### config.mk
export PLATFORM = sky130hd
export DESIGN_NAME = e1_tx_hwy_merge
export DESIGN_NICKNAME = d
export VERILOG_FILES = /design/src/rtl/e1_hwy_pkg.sv /design/src/rtl/e1_hwy_pos_cnt.sv /design/src/rtl/e1_hwy_ts0_ins.sv /design/src/rtl/e1_hwy_out.sv /design/src/rtl/e1_tx_hwy_merge.sv
export SDC_FILE = /design/constraint.sdc
export NUM_CORES = 1
export LEC_CHECK = 0
export BUFFER_PORTS_ARGS = -buffer_cell sky130_fd_sc_hd__buf_2
export CAP_MARGIN = 30
export CELL_PAD_IN_SITES_DETAIL_PLACEMENT = 1
export CELL_PAD_IN_SITES_GLOBAL_PLACEMENT = 1
export CORE_MARGIN = 10
export CORE_UTILIZATION = 39
export CTS_CLUSTER_DIAMETER = 80
export DETAILED_ROUTE_END_ITERATION = 10
export GPL_TIMING_DRIVEN = 1
export PLACE_DENSITY = 0.8
export RECOVER_POWER = 50
export SLEW_MARGIN = 20
export SYNTH_ARGS = -nofsm -noshare
export SYNTH_HDL_FRONTEND = slang
export SYNTH_SLANG_ARGS = --single-unit
### constraint.sdc
create_clock -name clk -period 4.5 [get_ports clk]
set_input_delay 0.9 -clock clk [delete_from_list [all_inputs] [get_ports clk]]
set_output_delay 0.9 -clock clk [all_outputs]
set_load 0.02 [all_outputs]
### src/rtl/e1_hwy_pkg.sv
package e1_hwy_pkg;

  // Source chosen for one outgoing bit
  typedef enum logic [1:0] {
    SRC_DATA = 2'd0,
    SRC_SIG  = 2'd1,
    SRC_REG  = 2'd2
  } bit_src_e;

endpackage

### src/rtl/e1_hwy_pos_cnt.sv
module e1_hwy_pos_cnt #(
  parameter int FRAME_BITS = 256,
  parameter int FRAMES     = 16,
  localparam int POS_W     = $clog2(FRAME_BITS),
  localparam int FRM_W     = $clog2(FRAMES)
) (
  input  logic             clk,
  input  logic             rst,
  input  logic             sync_in,
  input  logic [POS_W-1:0] ofs,
  output logic [POS_W-1:0] cur_pos,
  output logic [FRM_W-1:0] cur_frm
);

  localparam logic [POS_W-1:0] LAST_POS = POS_W'(FRAME_BITS - 1);
  localparam logic [FRM_W-1:0] LAST_FRM = FRM_W'(FRAMES - 1);

  logic [POS_W-1:0] pos_q;
  logic [FRM_W-1:0] frm_q;
  logic [31:0]      wrap_v;

  // Position of the bit in the current cycle; a sync pulse overrides the count
  always_comb begin
    wrap_v = 32'(FRAME_BITS) - 32'(ofs);
    if (sync_in) begin
      if (ofs == '0) begin
        cur_pos = '0;
        cur_frm = '0;
      end else begin
        cur_pos = POS_W'(wrap_v);
        cur_frm = LAST_FRM;
      end
    end else begin
      cur_pos = pos_q;
      cur_frm = frm_q;
    end
  end

  always_ff @(posedge clk) begin
    if (rst) begin
      pos_q <= '0;
      frm_q <= '0;
    end else if (cur_pos == LAST_POS) begin
      pos_q <= '0;
      frm_q <= (cur_frm == LAST_FRM) ? '0 : cur_frm + FRM_W'(1);
    end else begin
      pos_q <= cur_pos + POS_W'(1);
      frm_q <= cur_frm;
    end
  end

endmodule

### src/rtl/e1_hwy_ts0_ins.sv
module e1_hwy_ts0_ins
  import e1_hwy_pkg::*;
#(
  parameter int SLOTS      = 32,
  parameter int SLOT_BITS  = 8,
  parameter int FRAMES     = 16,
  parameter int SIG_TS     = 16,
  parameter int SA_FIRST   = 3,
  localparam int POS_W     = $clog2(SLOTS * SLOT_BITS),
  localparam int FRM_W     = $clog2(FRAMES),
  localparam int BIT_W     = $clog2(SLOT_BITS),
  localparam int TS_W      = POS_W - BIT_W
) (
  input  logic [POS_W-1:0]     cur_pos,
  input  logic [FRM_W-1:0]     cur_frm,
  input  logic                 cas_serial_en,
  input  logic [SLOT_BITS-1:0] pass_mask,
  input  logic                 si_fas_val,
  input  logic [SLOT_BITS-1:0] nfas_val,
  output bit_src_e             bit_src,
  output logic                 reg_bit,
  output logic                 sa_pos,
  output logic                 frm_start,
  output logic                 mf_start
);

  logic [TS_W-1:0]  ts;
  logic [BIT_W-1:0] bidx;
  logic             is_ts0;
  logic             is_sig_ts;
  logic             odd_frm;

  assign ts        = cur_pos[POS_W-1:BIT_W];
  assign bidx      = cur_pos[BIT_W-1:0];
  assign is_ts0    = (ts == '0);
  assign is_sig_ts = (ts == TS_W'(SIG_TS));
  assign odd_frm   = cur_frm[0];

  always_comb begin
    bit_src = (is_sig_ts || (is_ts0 && cas_serial_en)) ? SRC_SIG : SRC_DATA;
    reg_bit = 1'b0;
    if (is_ts0) begin
      if (!odd_frm) begin
        // alignment frame: only the international bit may be inserted
        if ((bidx == '0) && !pass_mask[0]) begin
          bit_src = SRC_REG;
          reg_bit = si_fas_val;
        end
      end else if (!pass_mask[bidx]) begin
        bit_src = SRC_REG;
        reg_bit = nfas_val[bidx];
      end
    end
  end

  assign sa_pos    = is_ts0 && odd_frm && (bidx >= BIT_W'(SA_FIRST));
  assign frm_start = (cur_pos == '0);
  assign mf_start  = (cur_pos == '0) && (cur_frm == '0);

endmodule

### src/rtl/e1_hwy_out.sv
module e1_hwy_out
  import e1_hwy_pkg::*;
(
  input  logic     clk,
  input  logic     rst,
  input  logic     data_in,
  input  logic     sig_in,
  input  bit_src_e bit_src,
  input  logic     reg_bit,
  input  logic     sa_pos,
  input  logic     frm_start,
  input  logic     mf_start,
  output logic     tx_out,
  output logic     sa_mark_out,
  output logic     frame_start_out,
  output logic     mf_start_out
);

  logic tx_d;

  always_comb begin
    case (bit_src)
      SRC_SIG: tx_d = sig_in;
      SRC_REG: tx_d = reg_bit;
      default: tx_d = data_in;
    endcase
  end

  always_ff @(posedge clk) begin
    if (rst) begin
      tx_out          <= 1'b0;
      sa_mark_out     <= 1'b0;
      frame_start_out <= 1'b0;
      mf_start_out    <= 1'b0;
    end else begin
      tx_out          <= tx_d;
      sa_mark_out     <= sa_pos;
      frame_start_out <= frm_start;
      mf_start_out    <= mf_start;
    end
  end

endmodule

### src/rtl/e1_tx_hwy_merge.sv
module e1_tx_hwy_merge
  import e1_hwy_pkg::*;
#(
  parameter int SLOTS      = 32,
  parameter int SLOT_BITS  = 8,
  parameter int FRAMES     = 16,
  parameter int SIG_TS     = 16,
  parameter int SA_FIRST   = 3,
  localparam int FRAME_BITS = SLOTS * SLOT_BITS,
  localparam int POS_W      = $clog2(FRAME_BITS),
  localparam int FRM_W      = $clog2(FRAMES)
) (
  input  logic                 clk,
  input  logic                 rst,
  input  logic                 data_in,
  input  logic                 sig_in,
  input  logic                 sync_in,
  input  logic                 cas_serial_en,
  input  logic [POS_W-1:0]     ts_offset,
  input  logic [SLOT_BITS-1:0] pass_mask,
  input  logic                 si_fas_val,
  input  logic [SLOT_BITS-1:0] nfas_val,
  output logic                 tx_out,
  output logic                 sa_mark_out,
  output logic                 frame_start_out,
  output logic                 mf_start_out
);

  logic [POS_W-1:0] cur_pos;
  logic [FRM_W-1:0] cur_frm;
  bit_src_e         bit_src;
  logic             reg_bit;
  logic             sa_pos;
  logic             frm_start;
  logic             mf_start;

  e1_hwy_pos_cnt #(
    .FRAME_BITS (FRAME_BITS),
    .FRAMES     (FRAMES)
  ) u_cnt (
    .clk     (clk),
    .rst     (rst),
    .sync_in (sync_in),
    .ofs     (ts_offset),
    .cur_pos (cur_pos),
    .cur_frm (cur_frm)
  );

  e1_hwy_ts0_ins #(
    .SLOTS     (SLOTS),
    .SLOT_BITS (SLOT_BITS),
    .FRAMES    (FRAMES),
    .SIG_TS    (SIG_TS),
    .SA_FIRST  (SA_FIRST)
  ) u_sel (
    .cur_pos       (cur_pos),
    .cur_frm       (cur_frm),
    .cas_serial_en (cas_serial_en),
    .pass_mask     (pass_mask),
    .si_fas_val    (si_fas_val),
    .nfas_val      (nfas_val),
    .bit_src       (bit_src),
    .reg_bit       (reg_bit),
    .sa_pos        (sa_pos),
    .frm_start     (frm_start),
    .mf_start      (mf_start)
  );

  e1_hwy_out u_out (
    .clk             (clk),
    .rst             (rst),
    .data_in         (data_in),
    .sig_in          (sig_in),
    .bit_src         (bit_src),
    .reg_bit         (reg_bit),
    .sa_pos          (sa_pos),
    .frm_start       (frm_start),
    .mf_start        (mf_start),
    .tx_out          (tx_out),
    .sa_mark_out     (sa_mark_out),
    .frame_start_out (frame_start_out),
    .mf_start_out    (mf_start_out)
  );

endmodule

# After elaboration in Yosys (flattened, before gate mapping)

Cells that the tools add are included.

Bits in registers: 16
Latch bits: 0
Bits in writable memories: 0
Bits in read-only memories: 0
Bits of input ports: 31
Output and inout bits: 4
Word-level logic and storage cells: 49
Memories: 0

Add/subtract/negate cells: 3
$mul: 0
Divide/modulo/power cells: 0
Magnitude comparators: 2
Equal/unequal tests: 5
Shift operators: 0
Muxes and demuxes: 20
Bitwise logic cells: 0
Reductions and logical operators: 13

Operator list:

| operator              | count |
|---|---|
| $logic_not A8 Y1      | 2 |
| $mux W4               | 4 |
| $mux W8               | 2 |
| $add A8 B1 Y8 const B | 1 |
| $eq A8 B8 Y1 const B  | 1 |
| $mux W2               | 4 |
| $sub A1 B8 Y8 const A | 1 |
| $mux W1               | 7 |
| $bmux W1 S3           | 2 |
| $eq A5 B5 Y1 const B  | 1 |
| $logic_and A1 B1 Y1   | 5 |
| $logic_not A5 Y1      | 1 |
| $add A4 B1 Y4 const B | 1 |
| $eq A4 B4 Y1 const B  | 1 |
| $logic_not A4 Y1      | 1 |
| $lt A3 B4 Y1 const B  | 1 |
| $ge A3 B2 Y1 const B  | 1 |
| $logic_not A3 Y1      | 1 |
| $eq A2 B1 Y1 const B  | 1 |
| $eq A2 B2 Y1 const B  | 1 |
| $pmux W1 S2           | 1 |
| $reduce_or A2 Y1      | 1 |
| $logic_not A1 Y1      | 1 |
| $logic_or A1 B1 Y1    | 1 |

# Logic depth before layout (Yosys ltp)

Gate-level depths: netlist of the first run.

Depth after elaboration: 12
Gate-level depth with buffers: 16
Mapped depth without buffers: 15

# Modules after synthesis

A second synthesis of the first run with hierarchy kept.

Cells, all modules: 160
Area, all modules: 1423.9 µm²

By module, submodules not included:

| module         | times used | cells an instance | area each (µm²) | seq. area each (µm²) |
|---|---|---|---|---|
| e1_hwy_pos_cnt | 1          | 121               | 1031.0          | 240.2 |
| e1_hwy_ts0_ins | 1          | 25                | 235.2           | 0.0 |
| e1_hwy_out     | 1          | 14                | 157.7           | 80.1 |

# Least setup slack after synthesis of the first run

No wires, ideal clock.

Path type: input to register
Start: in ts_offset[0]
End: reg u_out.tx_out
Setup time: 116 ps
Arrival time: 3397 ps
Required time: 4384 ps
Path slack: 987 ps
Stages on the path: 15
Path buffers: 0
Cells stage by stage: inv_1 ha_1 mux2i_2 inv_2 mux4_2 o22a_1 a31oi_1 nand4b_1 a31oi_1 ha_1 inv_1 and3_1 a21oi_1 nor2_1 a41o_1

Word-level cells in the longest chain between the ends: 12
Elaborated cells between the ends (all ways): 28
Those cells by class: add/sub (1); eq/ne (3); mux (18); reduce/logical (6)

Ends and longest elaborated chain:

| element                                                  | RTL line                                   | source |
|---|---|---|
| start: declaration                                       | e1_tx_hwy_merge.sv:19                      | `input logic [POS_W-1:0] ts_offset,` |
| $sub A1 B8 Y8 / $logic_not A8 Y1 (equally long branches) | e1_hwy_pos_cnt.sv:24, e1_hwy_pos_cnt.sv:26 |  |
| $mux W8                                                  | e1_hwy_pos_cnt.sv:26                       | `if (ofs == '0) begin` |
| $mux W8                                                  | e1_hwy_pos_cnt.sv:25                       | `if (sync_in) begin` |
| $logic_not A5 Y1                                         | e1_hwy_ts0_ins.sv:35                       | `assign is_ts0 = (ts == '0);` |
| $logic_and A1 B1 Y1                                      | e1_hwy_ts0_ins.sv:40                       | `bit_src = (is_sig_ts \|\| (is_ts0 && cas_serial_en)) ? SRC_SIG : SRC_DATA;` |
| $logic_or A1 B1 Y1                                       | e1_hwy_ts0_ins.sv:40                       |  |
| $mux W1                                                  | e1_hwy_ts0_ins.sv:40                       |  |
| $mux W2, on equally long branches                        | e1_hwy_ts0_ins.sv:45, e1_hwy_ts0_ins.sv:49 |  |
| $mux W2                                                  | e1_hwy_ts0_ins.sv:43                       | `if (!odd_frm) begin` |
| $mux W2                                                  | e1_hwy_ts0_ins.sv:42                       | `if (is_ts0) begin` |
| $eq A2 B2 Y1 / $eq A2 B1 Y1 (equally long branches)      | e1_hwy_out.sv:22                           | `case (bit_src)` |
| $pmux W1 S2 (*)                                          | e1_hwy_out.sv:22                           |  |
| end signal: assignment                                   | e1_hwy_out.sv:36                           | `tx_out <= tx_d;` |
| end: declaration                                         | e1_hwy_out.sv:13                           | `output logic tx_out,` |

Every way passes the cells marked *; elsewhere a longest branch is shown, timed or not. The select of a mux whose other input is x is not followed.
A chain may end at the register's enable or synchronous reset.

# Worst setup path in the final report of the first run

Start: in ts_offset[1]
End: reg u_out.tx_out

Same word-level chain as after synthesis.

==> results of run 1 <==
## flip-flops by register name (all words and copies together), names as in the netlist
| register | count |
|---|---|
| u_out.mf_start_out | 1 |
| u_out.frame_start_out | 1 |
| u_cnt.frm_q | 4 |
| u_out.tx_out | 1 |
| u_out.sa_mark_out | 1 |
| u_cnt.pos_q | 8 |
## power by group through the flow
stage | registers (mW) | clock network (mW) | logic, mW
after floorplan | 0.161 | 0 | 0.101
after global placement | 0.161 | 0 | 0.141
after detailed placement | 0.162 | 0 | 0.147
after CTS | 0.159 | 0.132 | 0.148
after global routing | 0.160 | 0.141 | 0.161
final | 0.159 | 0.127 | 0.145
## routing by layer
metal	up-vias	track usage, %	share of wire, %
met5	-	0	0
met4	0	4.844	0.99
met3	4	2.980	5.3
met2	32	23.65	51
met1	726	15.21	43
li1	741	-	-
## cells by family after synthesis
group | Yosys count | synth area share [%]
adders and majority gates | 8 | 6.844
muxes | 13 | 10.44
DFF | 16 | 21.90
AOI/OAI and AO/OA | 48 | 23.70
and+or+nand+nor | 70 | 28.06
xor gates and xnor gates | 5 | 2.995
buffers and inverters | 20 | 6.073
## placed cells by master, fill, tap and decap left out, drive strengths merged, types with 3 or more instances in the layout
cell    count
xnor2       3
nor3        7
nor2       17
nor3b       3
ha          8
nor2b       5
nand4       3
o21ai       9
a31oi       6
nand3       4
clkbuf     10
a211oi      3
mux2i      10
dfxtp      16
nand2      11
nand4b      3
o211ai      4
nor4        4
a21oi       5
inv        12
buf        32
a31o        4
## path summary, 6_finish.rpt
path             startpoint                  to  slack (ps)
min reg2reg  u_cnt.frm_q[2]  u_out.mf_start_out         650
min          u_cnt.frm_q[2]  u_out.mf_start_out         650
max reg2reg  u_cnt.pos_q[1]        u_out.tx_out        1640
max            ts_offset[1]        u_out.tx_out         650
## critical path, cell delays in order
cell and delay, ps:
clkbuf_1 130, inv_1 80, ha_1 280, nor4b_1 530, a211oi_1 270, nor3b_1 280, o211ai_1 270, nor2_1 260
nand2_1 90, ha_1 300, inv_1 50, and3_1 160, a21oi_1 120, nor2_1 60, a41o_1 210
## metrics by stage
stage               power [mW]  util, %  cells  instance area, um^2
floorplan               0.2626        -    180                 1463
global placement        0.3022    46.21    258                 1679
detailed placement      0.3093    46.21    258                 1679
CTS                     0.4392    47.73    262                 1734
global route            0.4628    47.00    262                 1708
finish                  0.4317    47.00    262                 1708
## layout make-up
type / count / area share (%)
inverter: 12 / 2.637
timing repair buffer: 38 / 11.14
clock buffer: 4 / 3.223
multi-input combinational: 144 / 60.73
tap: 48 / 3.516
sequential: 16 / 18.75
==> flow_summary.json, run 1 <==
{
  "startpoint_type": "input port",
  "finalWeightedCongestion": 0.8408,
  "peakVddDrop_mv": 0.1498,
  "dr.pass1.iters": 4,
  "cts_resized": 0,
  "yosysWarnings": 0,
  "holdPathStages": 2,
  "final.fill_count": 477,
  "dpl_worst_slack_ps": 519.1,
  "grt_pass1_vias": 1565,
  "max-slew-margin-rel_pct": 60.73,
  "arrival_ps": 3990,
  "drcViolationCount": 0,
  "post_cts_buffers": 0,
  "required_ps": 4640,
  "grt_start_max_net_pins": 34,
  "synth_area_um2": 1463,
  "num_rows": 22,
  "syn_inst": 180,
  "cellPowerDensity_nw_per_um2": 252.7,
  "cts_tree": "yes",
  "criticalPathCategory": "in2reg",
  "worstSetupEndpointType": "register",
  "routed_via_density": 5.737,
  "multi_input_area_um2": 1037,
  "num-nets-final": 254,
  "cts_sinks": 16,
  "htreeDepth": 1,
  "p_int_mw": 0.2907,
  "ys_types": 62,
  "antenna_found_initial": 0,
  "place_hpwl_um": 3610,
  "maxCapViolCount": 0,
  "hold_viol": 0,
  "min_path_type": "reg2reg",
  "sw_frac_of_total_pct": 32.65,
  "wl_per_cell_um": 17.03,
  "skew_ps": 0.9231,
  "core_area_um2": 3633,
  "hold_slack_ps": 654.5,
  "yosys_most_used_dff": "dfxtp_1",
  "drv_slew": 0,
  "yosysTopAreaCell": "dfxtp_1",
  "io_buffers": 34,
  "synth_enable_flop_cells": 0,
  "grt.overflow.total": 0,
  "ys_seq_area_share_pct": 21.90,
  "die_width_um": 81.24,
  "p_leak_nw": 0.7064,
  "synth_commonest_cells": "dfxtp_1, nor2_1, inv_1, nand2_1",
  "vias": 1503,
  "die_y_um": 81.24,
  "grt_util_all_layers_pct": 13.31,
  "syn_to_final_growth_pct": 16.77,
  "synth_area_leaders": "dfxtp_1, ha_1, mux2i_1",
  "combPwrFrac_pct": 33.7,
  "layout-drive-gt1-share_pct": 21.03,
  "fmax_mhz": 260.0,
  "syn_avg_cell_area_um2": 8.126,
  "worst_pin_slew_ps": 580.9,
  "async_reset_ff_share_pct": 0,
  "cts_hold_buf": 0,
  "clkPwrFrac_pct": 29.5,
  "synth.ff_latch_count": 16,
  "clockRootBuffer": "clkbuf_8",
  "fin_tns_setup_ps": 0,
  "setup_slack_ps": 654.5,
  "grt_setup_unrepaired": "no",
  "initial_utilization_pct": 40.25,
  "clockBufferDepth": 2,
  "status": "finished clean",
  "routed_wl_um": 4461,
  "io_pins": 35,
  "cts_buffers": 3,
  "clkTransAtPathRegs_ps": 60,
  "drtIter0Drc": 48,
  "syn_nets": 219,
  "period_needed_ps": 3845,
  "p_sw_mw": 0.1409,
  "setup_violations": 0,
  "regArea_um2": 320.3,
  "pwr-share-seq_pct": 36.8,
  "antenna_cells": 0,
  "r2r_cells": 13,
  "die_area_um2": 6600,
  "period_share_pct": 85.45,
  "clk_latency_ps": 250,
  "postRouteAntennaNets": 0,
  "grt_pass1_wl_um": 7100,
  "worstPathMaxFanout": 7,
  "yosysTopAreaCellShare_pct": 21.90
}
(Power assumes the default switching activity.)
==> inputs of run 2 (changes only) <==
--- a/config.mk
+++ b/config.mk
@@ -19,4 +19,5 @@
 export SLEW_MARGIN = 20
 export SYNTH_ARGS = -nofsm -noshare
 export SYNTH_HDL_FRONTEND = slang
+export SYNTH_HIERARCHICAL = 1
 export SYNTH_SLANG_ARGS = --single-unit
==> flow_summary.json, run 2 <==
{
  "vias": 1384,
  "startpoint_type": "input port",
  "die_y_um": 80.42,
  "routed_wl_um": 4087,
  "die_area_um2": 6467,
  "cellPowerDensity_nw_per_um2": 252.9,
  "yosys_most_used_dff": "dfxtp_1",
  "io_buffers": 34,
  "fmax_mhz": 258.6,
  "grt_start_max_net_pins": 24,
  "finalWeightedCongestion": 0.7860,
  "path_cells": "buf_2, inv_1, ha_1, nor3b_4, a31oi_1, clkbuf_1, ha_1, o221ai_1, nor4_2, mux2_4",
  "grt_pass1_vias": 1521,
  "routed_via_density": 5.719,
  "maxCapViolCount": 0,
  "status": "finished clean",
  "ys_seq_area_share_pct": 22.50,
  "wl_per_cell_um": 16.89,
  "yosysMostFrequentCell": "dfxtp_1",
  "io_pins": 35,
  "syn_to_final_growth_pct": 17.57,
  "synth_area_leaders": "dfxtp_1, nor2b_1, mux4_2",
  "largest_reg_flops": 8,
  "drv_slew": 0,
  "async_reset_ff_share_pct": 0,
  "htreeDepth": 1,
  "hold_slack_ps": 591.3,
  "cts_resized": 0,
  "postRouteAntennaNets": 0,
  "drtIter0Drc": 62,
  "synth.ff_latch_count": 16,
  "synth_enable_flop_cells": 0,
  "num_rows": 21,
  "setup_violations": 0,
  "post_cts_buffers": 0,
  "initial_utilization_pct": 41.37,
  "hold_viol": 0,
  "cts_hold_buf": 0,
  "grt_setup_unrepaired": "no",
  "total_power_mw": 0.4233,
  "cts_sinks": 16,
  "worstPathMaxFanout": 9,
  "peakVddDrop_mv": 0.09854,
  "period_share_pct": 85.94,
  "clockRootBuffer": "clkbuf_8",
  "syn_nets": 196,
  "grt_util_all_layers_pct": 13.28,
  "clockBufferDepth": 2,
  "grt_pass1_wl_um": 7100,
  "worst_pin_slew_ps": 1017,
  "criticalPathCategory": "in2reg",
  "worstSetupEndpointType": "register",
  "cp_slowest_stage_delay_ps": 820,
  "layout_commonest_cell": "buf_2",
  "num-nets-final": 233,
  "place_hpwl_um": 3243,
  "drcViolationCount": 0,
  "grt.overflow.total": 0,
  "antenna_found_initial": 0,
  "min_path_type": "reg2reg",
  "syn_avg_cell_area_um2": 8.899,
  "synth_area_um2": 1424,
  "clkTransAtPathRegs_ps": 70,
  "fin_tns_setup_ps": 0,
  "layout-drive-gt1-share_pct": 30.10,
  "cts_tree": "yes",
  "layout_common_cells": "buf_2, dfxtp_1, inv_1, nor2_1, nor2b_1",
  "die_width_um": 80.42,
  "cp_common_cell": "ha_1",
  "ys_types": 59,
  "dr.pass1.iters": 4,
  "synth_commonest_cells": "dfxtp_1, inv_1, nor2_1, nor2b_1",
  "skew_ps": 3.162,
  "syn_inst": 160,
  "arrival_ps": 4000,
  "period_needed_ps": 3867,
  "p_leak_nw": 0.6593,
  "cts_buffers": 3,
  "max-slew-margin-rel_pct": 31.60,
  "yosysTopAreaCellShare_pct": 22.50,
  "antenna_cells": 0,
  "clk_latency_ps": 250,
  "yosysWarnings": 6,
  "cpMaxStageDelayCell": "nor4_2",
  "top_register": "u_cnt/pos_q",
  "reg_top3": "u_cnt/pos_q: 8 flops, u_cnt/frm_q: 4 flops",
  "core_area_um2": 3442,
  "yosysTopAreaCell": "dfxtp_1",
  "required_ps": 4640
}
==> run 2: changes by cell type after synthesis, sizes merged, moves of 4 or more <==
cell	delta
nor2b	+6
a31oi	-5
buf	-5
nand2	-5
nand2b	+5
mux2i	-4
nor2	-4
==> run 2: path summary, 6_finish.rpt <==
kind	slack, ps	to	startpoint	cells after the start
hold / removal	590	u_cnt/frm_q[3]	u_cnt/frm_q[3]	2
setup / recovery	630	u_cnt/frm_q[1]	ts_offset[0]	10
hold reg to reg	590	u_cnt/frm_q[3]	u_cnt/frm_q[3]	2
setup reg to reg	1580	u_cnt/frm_q[1]	u_cnt/pos_q[0]	7
==> run 2: cell families after synthesis <==
kind of cell	synth area share (%)
simple gates	34.45
compound gates	18.98
buf+inv	4.833
flops	22.50
mux	12.39
fa+ha+maj	4.394
xor+xnor	2.461
==> run 2: layout make-up <==
type | count | area [um^2]
clock buffers | 4 | 55.05
flip-flops and latches | 16 | 320.3
inverters | 13 | 48.80
multi-input cells | 127 | 1016
repair buffers | 36 | 176.4
well taps | 46 | 57.56
fillers | 435 | 1768
==> run 2: routing by layer <==
| metal | vias up | GRT usage (%) | wire length [um] |
|---|---|---|---|
| met5 | - | 0 | 0 |
| li1 | 669 | - | - |
| met3 | 10 | 3.452 | 270 |
| met4 | 0 | 5.810 | 107 |
| met2 | 48 | 21.26 | 1830 |
| met1 | 657 | 16.22 | 1879 |
==> run 2: worst max-delay path, delay by kind of cell <==
family / cells / cell delay (ps)
compound gates: 2 / 430
fa+ha+maj: 2 / 660
buf+inv: 3 / 630
mux: 1 / 350
simple gates: 2 / 1030
==> run 2: through the flow <==
step	setup slack, ps	cells	util [%]	area (um^2)
final	632.9	242	48.64	1674
after global routing	434.1	242	48.64	1674
after CTS	782.4	242	49.44	1702
after detailed placement	540.2	238	47.84	1647
after global placement	670.4	238	47.84	1647
after floorplan	985.6	160	-	1424
==> run 2: power breakdown <==
| part | switching, mW | internal, mW |
|---|---|---|
| logic | 0.0768 | 0.0599 |
| registers | 0.00450 | 0.153 |
| clock network | 0.0519 | 0.0776 |
| total | 0.133 | 0.290 |
==> inputs of run 3 (changes only) <==
--- a/config.mk
+++ b/config.mk
@@ -10,11 +10,12 @@
 export CELL_PAD_IN_SITES_DETAIL_PLACEMENT = 1
 export CELL_PAD_IN_SITES_GLOBAL_PLACEMENT = 1
 export CORE_MARGIN = 10
-export CORE_UTILIZATION = 39
+export CORE_UTILIZATION = 43
 export CTS_CLUSTER_DIAMETER = 80
 export DETAILED_ROUTE_END_ITERATION = 10
+export GPL_ROUTABILITY_DRIVEN = 1
 export GPL_TIMING_DRIVEN = 1
-export PLACE_DENSITY = 0.8
+export PLACE_DENSITY = 0.86
 export RECOVER_POWER = 50
 export SLEW_MARGIN = 20
 export SYNTH_ARGS = -nofsm -noshare
==> constraint.sdc (replaced) <==
create_clock -name clk -period 4.8 [get_ports clk]
set_input_delay 0.96 -clock clk [delete_from_list [all_inputs] [get_ports clk]]
set_output_delay 0.96 -clock clk [all_outputs]
set_load 0.02 [all_outputs]
==> flow_summary.json, run 3 (same netlist as run 2, synthesis figures left out) <==
{
  "routed_via_density": 5.746,
  "min_from": "u_cnt/frm_q[3]",
  "grt_start_max_net_pins": 24,
  "worstSetupEndpointType": "register",
  "hold_end": "u_cnt/frm_q[3]",
  "place_hpwl_um": 3441,
  "r2r-end": "u_out/tx_out",
  "clkPwrFrac_pct": 25.7,
  "layout-drive-gt1-share_pct": 30.61,
  "sw_frac_of_total_pct": 34.37,
  "arrival_ps": 4430,
  "skew_ps": 10.98,
  "cp_slowest_stage_delay_ps": 700,
  "die_area_um2": 6013,
  "p_int_mw": 0.2454,
  "clk_latency_ps": 300,
  "cts_buffers": 3,
  "period_needed_ps": 4236,
  "clockBufferDepth": 2,
  "setup_violations": 0,
  "p_sw_mw": 0.1285,
  "die_width_um": 77.55,
  "layout_commonest_cell": "buf_2",
  "cellPowerDensity_nw_per_um2": 226.4,
  "drtIter0Drc": 46,
  "drcViolationCount": 0,
  "worst_pin_slew_ps": 807.9,
  "io_pins": 35,
  "clkTransAtPathRegs_ps": 110,
  "criticalPathCategory": "in2reg",
  "worstPathMaxFanout": 7,
  "grt_pass1_wl_um": 7472,
  "post_cts_buffers": 0,
  "wl_per_cell_um": 17.86,
  "holdPathStages": 2,
  "initial_utilization_pct": 45.89,
  "cp_common_cell": "nor3_1",
  "drv_slew": 0,
  "total_power_mw": 0.3739,
  "status": "finished clean",
  "p_leak_nw": 0.6495,
  "cpMaxStageDelayCell": "nor3b_1",
  "hold_viol": 0,
  "rrSetupSlack_ps": 2080,
  "fin_tns_setup_ps": 0,
  "syn_to_final_growth_pct": 15.99,
  "maxCapViolCount": 0,
  "htreeDepth": 1,
  "pwr-share-seq_pct": 39.5,
  "r2r_cells": 11,
  "peakVddDrop_mv": 0.1217,
  "combPwrFrac_pct": 34.8,
  "die_y_um": 77.55,
  "core_area_um2": 3103,
  "cts_hold_buf": 0,
  "dr.pass1.iters": 5,
  "required_ps": 4990,
  "antenna_found_initial": 0,
  "cts_sinks": 16,
  "num-nets-final": 233,
  "vias": 1379,
  "antenna_cells": 0,
  "largest_reg_flops": 8,
  "max-slew-margin-rel_pct": 46.02,
  "reg_top3": "u_cnt/pos_q: 8 flops, u_cnt/frm_q: 4 flops",
  "postRouteAntennaNets": 0,
  "r2r-start": "u_cnt/pos_q[0]",
  "layout_common_cells": "buf_2, dfxtp_1, inv_1, nor2_1, nor2b_1",
  "grt_pass1_vias": 1562,
  "min_path_type": "reg2reg",
  "clockRootBuffer": "clkbuf_4",
  "fmax_mhz": 236.1,
  "path_cells": "buf_2, inv_1, ha_1, nor3b_1, a2111oi_0, or2_2, or4_4, nor3_1, a32o_2, nor3_1, inv_1, ha_1, a221oi_2, nor3_1",
  "finalWeightedCongestion": 0.8156,
  "io_buffers": 34,
  "grt.overflow.total": 0,
  "cts_resized": 0,
  "period_share_pct": 88.25,
  "num_rows": 20,
  "cts_tree": "yes",
  "startpoint_type": "input port",
  "final.fill_count": 419,
  "grt_util_all_layers_pct": 14.80,
  "grt_setup_unrepaired": "no",
  "routed_wl_um": 4287,
  "top_register": "u_cnt/pos_q"
}
-- run 3: worst max-delay path by stage --
stage | slack [ps] | from | end | depth (start not counted)
3_5_place_dp | 640 | ts_offset[0] | u_out/tx_out | 14
2_1_floorplan | 1230 | ts_offset[0] | u_out/tx_out | 13
6_report | 560 | ts_offset[0] | u_out/tx_out | 14
3_3_place_gp | 870 | ts_offset[0] | u_out/tx_out | 14
4_1_cts | 960 | ts_offset[0] | u_out/tx_out | 14
5_1_grt | 420 | ts_offset[1] | u_out/tx_out | 14
-- run 3: area by class of cell --
class	count	area [um^2]	area share, %
inverter	13	48.80	2.955
multi-input combinational	127	1017	61.59
timing repair buffer	36	173.9	10.53
tap	44	55.05	3.333
sequential	16	320.3	19.39
clock buffer	4	36.28	2.197
-- run 3: power by group through the flow --
stage / clock (mW) / sequential, mW / combinational (mW)
2_1_floorplan: 0 / 0.151 / 0.0893
3_3_place_gp: 0 / 0.150 / 0.123
3_5_place_dp: 0 / 0.151 / 0.131
4_1_cts: 0.100 / 0.148 / 0.132
5_1_grt: 0.109 / 0.149 / 0.144
6_report: 0.0962 / 0.148 / 0.130
-- run 3: through the flow --
stage / cell area, um^2 / setup WS, ps / std cells / hold WS, ps / utilization, %
floorplan: 1424 / 1226 / 160 / 502.7 / -
global placement: 1637 / 868.9 / 235 / 537.1 / 52.74
detailed placement: 1637 / 643.0 / 235 / 572.0 / 52.74
CTS: 1673 / 963.4 / 239 / 600.5 / 53.91
global route: 1652 / 421.4 / 240 / 637.3 / 53.23
finish: 1652 / 563.9 / 240 / 606.7 / 53.23
-- run 3: worst max-delay path: cells and delay by family --
kind	cells	cell delay [ps]
AOI/OAI and AO/OA	3	640
and+or+nand+nor	6	2050
adders and majority gates	2	520
buffers and inverters	3	250
-- run 3: metal layers --
metal / vias up / global-route usage (%) / part of all wire [%]
met3: 6 / 3.687 / 4.5
met1: 656 / 16.39 / 44
met4: 0 / 7.299 / 1.8
met2: 43 / 25.75 / 49
met5: - / 0 / 0
li1: 674 / - / -
